`src/rtl/hit_share_pkg.sv`:
```
package hit_share_pkg;

  typedef enum logic [1:0] {
    XFER_HOLD  = 2'd0,
    XFER_SHIFT = 2'd1,
    XFER_LOAD  = 2'd2
  } xfer_mode_e;

  function automatic int safe_clog2(input int n);
    return (n > 1) ? $clog2(n) : 1;
  endfunction

endpackage

```
`src/rtl/hit_share_phase.sv`:
```
module hit_share_phase
  import hit_share_pkg::*;
#(
  parameter int NCH   = 4,
  parameter int RATIO = 4
) (
  input  logic clk,
  input  logic rst,
  output logic slow_en,
  output logic load_en
);
  localparam int PW = safe_clog2(RATIO);
  localparam int SW = safe_clog2(NCH);

  logic [PW-1:0] ph_q;
  logic [SW-1:0] sl_q;

  always_comb begin
    slow_en = (ph_q == PW'(RATIO - 1));
    load_en = slow_en && (sl_q == SW'(NCH - 1));
  end

  always_ff @(posedge clk) begin
    if (rst) begin
      ph_q <= '0;
      sl_q <= '0;
    end else begin
      if (slow_en) begin
        ph_q <= '0;
        sl_q <= (sl_q == SW'(NCH - 1)) ? '0 : sl_q + 1'b1;
      end else begin
        ph_q <= ph_q + 1'b1;
      end
    end
  end
endmodule

```
`src/rtl/hit_share_sampler.sv`:
```
module hit_share_sampler
  import hit_share_pkg::*;
#(
  parameter int TAP_W = 16,
  parameter int FRAME = 16
) (
  input  logic             clk,
  input  logic             rst,
  input  logic             hit_i,
  input  logic [TAP_W-1:0] taps_i,
  output logic             open_o,
  output logic             frozen_o,
  output logic [TAP_W-1:0] pat_o
);
  localparam int CNTW = safe_clog2(FRAME);

  logic            frz_q;
  logic [CNTW-1:0] left_q;

  assign open_o   = !frz_q || (left_q == '0);
  assign frozen_o = frz_q;

  always_ff @(posedge clk) begin
    if (rst) begin
      frz_q  <= 1'b0;
      left_q <= '0;
      pat_o  <= '0;
    end else if (open_o) begin
      pat_o  <= taps_i;
      frz_q  <= hit_i;
      left_q <= CNTW'(FRAME - 1);
    end else begin
      left_q <= left_q - 1'b1;
    end
  end
endmodule

```
`src/rtl/hit_share_chain.sv`:
```
module hit_share_chain
  import hit_share_pkg::*;
#(
  parameter int NCH   = 4,
  parameter int TAP_W = 16,
  parameter int CW    = 2
) (
  input  logic                 clk,
  input  logic                 rst,
  input  logic                 slow_en,
  input  logic                 load_en,
  input  logic [NCH-1:0]       frozen_i,
  input  logic [NCH*TAP_W-1:0] pat_i,
  output logic                 out_valid,
  output logic [CW-1:0]        out_chan,
  output logic [TAP_W-1:0]     out_pat
);
  xfer_mode_e mode;

  logic [NCH-1:0]   sv_q;
  logic [CW-1:0]    sc_q [NCH];
  logic [TAP_W-1:0] sp_q [NCH];

  always_comb begin
    if (load_en)      mode = XFER_LOAD;
    else if (slow_en) mode = XFER_SHIFT;
    else              mode = XFER_HOLD;
  end

  // slot 0 faces the encoder; the last slot refills with empties
  always_ff @(posedge clk) begin
    if (rst) begin
      sv_q <= '0;
      for (int i = 0; i < NCH; i++) begin
        sc_q[i] <= '0;
        sp_q[i] <= '0;
      end
    end else begin
      case (mode)
        XFER_LOAD: begin
          for (int i = 0; i < NCH; i++) begin
            sv_q[i] <= frozen_i[i];
            sc_q[i] <= CW'(i);
            sp_q[i] <= pat_i[i*TAP_W +: TAP_W];
          end
        end
        XFER_SHIFT: begin
          for (int i = 0; i < NCH; i++) begin
            if (i == NCH - 1) begin
              sv_q[i] <= 1'b0;
              sc_q[i] <= '0;
              sp_q[i] <= '0;
            end else begin
              sv_q[i] <= sv_q[i+1];
              sc_q[i] <= sc_q[i+1];
              sp_q[i] <= sp_q[i+1];
            end
          end
        end
        default: ;
      endcase
    end
  end

  always_ff @(posedge clk) begin
    if (rst) begin
      out_valid <= 1'b0;
      out_chan  <= '0;
      out_pat   <= '0;
    end else if (mode != XFER_HOLD) begin
      out_valid <= sv_q[0];
      if (sv_q[0]) begin
        out_chan <= sc_q[0];
        out_pat  <= sp_q[0];
      end
    end else begin
      out_valid <= 1'b0;
    end
  end
endmodule

```
`src/rtl/hit_share_seq.sv`:
```
module hit_share_seq
  import hit_share_pkg::*;
#(
  parameter int NCH   = 4,
  parameter int TAP_W = 16,
  parameter int RATIO = 4,
  localparam int CW   = safe_clog2(NCH)
) (
  input  logic                 clk,
  input  logic                 rst,
  input  logic [NCH-1:0]       hit_i,
  input  logic [NCH*TAP_W-1:0] taps_i,
  output logic                 out_valid,
  output logic [CW-1:0]        out_chan,
  output logic [TAP_W-1:0]     out_pat
);
  localparam int FRAME = NCH * RATIO;

  logic                 slow_en;
  logic                 load_en;
  logic [NCH-1:0]       samp_open;
  logic [NCH-1:0]       samp_frozen;
  logic [NCH*TAP_W-1:0] samp_pat;

  hit_share_phase #(.NCH(NCH), .RATIO(RATIO)) u_phase (
    .clk(clk), .rst(rst), .slow_en(slow_en), .load_en(load_en)
  );

  for (genvar c = 0; c < NCH; c++) begin : g_chan
    hit_share_sampler #(.TAP_W(TAP_W), .FRAME(FRAME)) u_samp (
      .clk     (clk),
      .rst     (rst),
      .hit_i   (hit_i[c]),
      .taps_i  (taps_i[c*TAP_W +: TAP_W]),
      .open_o  (samp_open[c]),
      .frozen_o(samp_frozen[c]),
      .pat_o   (samp_pat[c*TAP_W +: TAP_W])
    );
  end

  hit_share_chain #(.NCH(NCH), .TAP_W(TAP_W), .CW(CW)) u_chain (
    .clk      (clk),
    .rst      (rst),
    .slow_en  (slow_en),
    .load_en  (load_en),
    .frozen_i (samp_frozen),
    .pat_i    (samp_pat),
    .out_valid(out_valid),
    .out_chan (out_chan),
    .out_pat  (out_pat)
  );
endmodule

```
`config.mk`:
```
export PLATFORM = sky130hd
export DESIGN_NAME = hit_share_seq
export DESIGN_NICKNAME = d
export VERILOG_FILES = /design/src/rtl/hit_share_pkg.sv /design/src/rtl/hit_share_phase.sv /design/src/rtl/hit_share_sampler.sv /design/src/rtl/hit_share_chain.sv /design/src/rtl/hit_share_seq.sv
export SDC_FILE = /design/constraint.sdc
export NUM_CORES = 1
export LEC_CHECK = 0
export BUFFER_PORTS_ARGS = -buffer_cell sky130_fd_sc_hd__buf_2
export CORE_MARGIN = 1
export CORE_UTILIZATION = 45
export CTS_CLUSTER_SIZE = 8
export DETAILED_ROUTE_END_ITERATION = 7
export PLACE_DENSITY = 0.68
export SYNTH_ARGS = -nofsm -noshare
export SYNTH_HDL_FRONTEND = slang
export SYNTH_HIERARCHICAL = 1
export SYNTH_SLANG_ARGS = --single-unit
export TNS_END_PERCENT = 100
```
`constraint.sdc`:
```
create_clock -name clk -period 1.8 [get_ports clk]
set_input_delay 0.18 -clock clk [delete_from_list [all_inputs] [get_ports clk]]
set_output_delay 0.18 -clock clk [all_outputs]
set_load 0.005 [all_outputs]
```
## Word level (Yosys, flattened, before mapping)

Memories as Yosys holds them, arrays and structs flattened. A register that Yosys moved wholly into a read port is not among the register bits.
Index checks and enable logic that the tools add are counted.

| storage, ports and cells | value |
|---|---|
| latch bits | 0 |
| output and inout bits | 19 |
| memories kept | 2 |
| word-level logic and storage cells | 95 |
| bits of input ports | 70 |
| bits in read-only memories | 0 |
| register bits | 93 |
| memory bits (writable) | 72 |

| cells by class | value |
|---|---|
| $add $sub $neg | 6 |
| multiply operators | 0 |
| order comparisons | 0 |
| bitwise gates (word level) | 17 |
| divide/modulo/power cells | 0 |
| shift-type cells | 0 |
| equal/unequal tests | 4 |
| reductions and logical operators | 18 |
| multiplexer cells | 32 |

Memories:

| name | depth | bits a word | rd ports | clocked after memory_dff | wr ports | line | source |
|---|---|---|---|---|---|---|---|
| u_chain.sp_q | 4 | 16 | 4 | 1 | 4 | hit_share_chain.sv:22 | `logic [TAP_W-1:0] sp_q [NCH];` |
| u_chain.sc_q | 4 | 2 | 4 | 1 | 4 | hit_share_chain.sv:21 | `logic [CW-1:0] sc_q [NCH];` |

Operator list:

| cell | number |
|---|---|
| 16-bit two-way mux | 8 |
| 2-bit two-way mux | 10 |
| 4-bit zero test | 4 |
| 4-bit two-way mux | 4 |
| 1-bit bitwise OR | 16 |
| 4-bit by 1-bit subtractor with 4-bit output (second input constant) | 4 |
| 1-bit two-way mux | 9 |
| 4-bit case mux with 2 select lines | 1 |
| 2-bit equality test (second input constant) | 3 |
| 2-bit by 1-bit adder with 2-bit output (second input constant) | 2 |
| 1-bit zero test | 4 |
| 1-bit logical OR | 4 |
| 2-bit nonzero test | 2 |
| 2-bit OR reduction | 2 |
| 2-bit by 1-bit equality test with 1-bit output (second input constant) | 1 |
| 2-bit AND reduction | 1 |
| 1-bit logical AND | 1 |
| 1-bit inverter | 1 |

## Depth between registers and ports, before layout

| depth | value |
|---|---|
| depth after elaboration | 9 |
| gate-level depth with buffers | 7 |
| gate-level depth less buffers | 6 |

## Cells and area by module

The synthesis kept the hierarchy.

By module, submodules not included:

| module | instances | cells an instance | seq. area each (sq um) | area each (sq um) |
|---|---|---|---|---|
| hit_share_chain | 1 | 407 | 2402.3 | 4247.8 |
| hit_share_sampler | 4 | 92 | 420.4 | 939.7 |
| hit_share_phase | 1 | 15 | 80.1 | 170.2 |

## Least setup slack after synthesis

No wires, ideal clock.

| timing | value |
|---|---|
| path type | register to register |
| from | register u_phase.ph_q[0] |
| to | memory u_chain.sc_q[0][0], enable pin |
| cell stages (with the launch flop) | 5 |
| setup slack | -129 ps |
| library setup time | 375 ps |
| clock period less this slack | 1929 ps |
| data arrival time | 1554 ps |
| cells stage by stage | dfxtp_1 ha_1 and2_1 clkbuf_1 or3_1 |

RTL lines:

| item | line | source |
|---|---|---|
| from (decl) | hit_share_phase.sv:15 | `logic [PW-1:0] ph_q;` |
| from (signal assigned) | hit_share_phase.sv:32 | `ph_q <= ph_q + 1'b1;` |
| to (decl) | hit_share_chain.sv:21 |  |

==> impl_results.md <==
* Status: finished, final reports clean
* Diodes inserted at 0
* Largest net degree at the start of global routing at 99
* Peak VDD IR at 0.000696 V
* Io pins at 89
* Max-cap viol count at 0
* Total gr overflow at 0
* Routed Antenna Nets at 0
* Die H at 137 um
* Slew Limit Fails at 0
* Fin crit period at 1.62 ns
* Final WL at 15,900 um
* WS Path Type: reg -> reg
* Req. time, crit path at 1.97 ns
* Final RePlAce weighted congestion at 0.783
* Drt first-iter violations at 318
* CP arrival at 1.79 ns
* Setup TNS at 0 ns
* CP max FO at 35
* PnR worst setup slack at 0.181 ns
* Crit path largest cell delay at 0.37 ns
* DRC viols at 0
* Root Driver: clkbuf_16
* Crit start category: flip-flop
* Fmax at 617 MHz
* Die Area at 18,700 sq um
* Clock buffer depth at 2
* Die Width at 137 um
* First-pass GRT wire length at 25,400 um
* CTS sink cnt at 182
* Pleak at 3.59 nW
* Slowest cell on the critical path: dfxtp_1
* WL/cell at 14.2 um
* Global Route Usage Sum at 17.6%
* Fillcell total at 1,611
* Drt first pass iters at 5
* Hold Path Class: in -> reg
* Post-place setup slack at 0.206 ns
* CP top delay family: simple AND/OR/NAND/NOR gates
* Cell variety after synth at 31
* Core Region at 17,500 sq um
* I/O Buffers at 88
* FF/Latch Area at 4160 sq um
* Initial antenna violation count at 0
* M3 GR Usage at 4.00%
* Max-slew headroom at 73.8%
* Sequential fraction of the synthesis area at 50.9%
* Critical-path cell list: ha_2 > and2_4 > buf_4 > nand3b_1 > a21oi_1
* HPWL Detailed at 10,500 um
* Period utilisation layout at 90.0%
* Top-area cell type share of the netlist area at 31.8%
* Number of global-route vias before repair at 5,227
* Worst setup EP type: flip-flop
* Synthesized Nets at 867
* H-tree levels at 4
* Pwr Total at 9.12 mW
* Synth area leaders: dfxtp_1 32%, edfxtp_1 19%, nand2b_1 13%, mux2i_1 11%, a21oi_1 5.2%
* RSZ-0062 raised after global routing: false
* Via count at 5,529
* Mapped Cells at 790
* Area Growth Syn to Fin at 17.2%
* Clk_lat worst skew at 0.42 ns
* Layout cells sized above 1 at 16.6%
* Area of the multi-input gates at 3590 sq um
* Rows at 48
* Mapped Area at 8180 sq um
* Syn. warnings at 6
* CTS tree: built
* Vias per cell at 4.96
* Setup-failing EPs final at 0
* CP bufs+invs at 1
* Slew @ Worst Pin at 0.393 ns
* Final #Nets at 954
* Final hold vios at 0
* PD cells at 951 nW/um^2
* #FFs+latches synth at 182
* Initial Util at 46.6%
* Util after Layout at 54.6%
* Yosys top cell by area: dfxtp_1
* Skew final at 0.00930 ns
* Number of CTS-inserted buffers at 17
* Synthesized area per cell at 10.4 sq um
* CTS clk-pin slew, worst paths at 0.07 ns
* GRT met1 Usage at 22.4%
* Grt peak-use layer: met2
* CTS-repair resized insts at 0
* Global-route met2 utilization at 30.0%
==> kinds of logic (layout without fill, tap and decap cells) <==
logic type / count (synthesis) / after routing / synth area share (%)
mux: 88 / 88 / 10.8
buf+inv: 78 / 178 / 5.26
compound gates: 101 / 101 / 6.67
fa+ha+maj: 7 / 7 / 1.07
simple gates: 334 / 334 / 25.3
flops: 182 / 182 / 50.9
==> cells in the final DEF (no fill, tap or decap), drive strengths merged, types with 5 or more instances in the layout <==
cell	count
clkinv	5
mux2i	88
or3b	18
ha	7
dlygate4sd3	18
a21oi	85
dfxtp	130
inv	22
or2b	8
nand2b	170
nand2	65
clkbuf	21
buf	111
o21a	5
nand3b	48
nor2	7
edfxtp	52
==> stage by stage <==
step	hold slack (ns)	area, sq um	cells
after floorplan	0.249	8180	790
after global placement	0.418	8790	1065
after detailed placement	0.423	8790	1065
after CTS	0.000729	9560	1113
after global routing	0.00645	9580	1115
final	0.0148	9580	1115
==> flip-flops by register name, indices dropped and copies added (netlist names) <==
register and count:
u_chain/sv_q 4, g_chan.u_samp/frozen_o 4, u_chain/sp_q 64, u_chain/out_pat 16, g_chan.u_samp/left_q 16, g_chan.u_samp/pat_o 64
u_chain/out_valid 1, u_phase/sl_q 2, u_chain/out_chan 2, u_phase/ph_q 2, u_chain/sc_q 7
==> worst paths after layout <==
path         slack (ns)                       from                         end  cells past startpoint
max                0.18            u_phase/ph_q[0]          u_chain/sp_q[1][7]                      5
min                0.01                 taps_i[13]  g_chan[0].u_samp/pat_o[13]                      3
max reg2reg        0.18            u_phase/ph_q[0]          u_chain/sp_q[1][7]                      5
min reg2reg        0.47  g_chan[3].u_samp/pat_o[2]          u_chain/sp_q[3][2]                      2
==> worst reg2reg max path: cells and delay by family, from the launching register on <==
kind | cells | cell delay, ns
compound gates | 1 | 0.07
fa+ha+maj | 1 | 0.22
buf+inv | 1 | 0.31
flops | 1 | 0.37
simple gates | 2 | 0.39
==> synth_stat cells <==
library cell	instances
inv_1	17
or2b_1	8
and3_1	3
nor2b_1	4
or3_1	3
ha_1	7
dfxtp_1	130
nor3b_1	1
a211oi_1	3
buf_6	6
buf_1	4
mux2i_1	88
edfxtp_1	52
a31oi_1	4
clkbuf_2	2
nand2b_1	166
buf_4	2
buf_2	14
nand2_1	65
a21oi_1	85
nand3b_1	48
o311ai_0	4
or4b_1	4
o21a_1	5
nor2_1	7
buf_12	4
nor3_1	2
and2_1	1
or3b_1	18
nand2b_4	4
clkbuf_1	29
==> timing repair <==
item / 4_1_cts / 5_1_grt
hold endpoints to repair: 16 / 2
setup buffers: 0 / 0
hold buffers: 16 / 2
==> final cells by class <==
class,instances,share of cell area [%]
Timing Repair Buffer,129,9.13
Inverter,17,0.666
Sequential cell,182,43.5
Clock buffer,21,5.26
Multi-Input combinational cell,530,37.4
Clock inverter,11,1.11
Tap cell,225,2.94
==> metal layers <==
layer | wire length (um) | share of wire (%) | vias up
li1 | - | - | 2856
met1 | 7480 | 47 | 2566
met2 | 7710 | 49 | 97
met3 | 534 | 3.4 | 10
met4 | 145 | 0.91 | 0
met5 | 0 | 0 | -
==> where the power goes <==
group | leakage (nW) | total (mW) | switching, mW | internal, mW
Combinational | 1.67 | 0.746 | 0.362 | 0.384
Sequential | 1.61 | 4.59 | 0.140 | 4.45
Clock | 0.306 | 3.78 | 1.61 | 2.18
Total | 3.59 | 9.12 | 2.11 | 7.01
(Power assumes the default switching activity.)
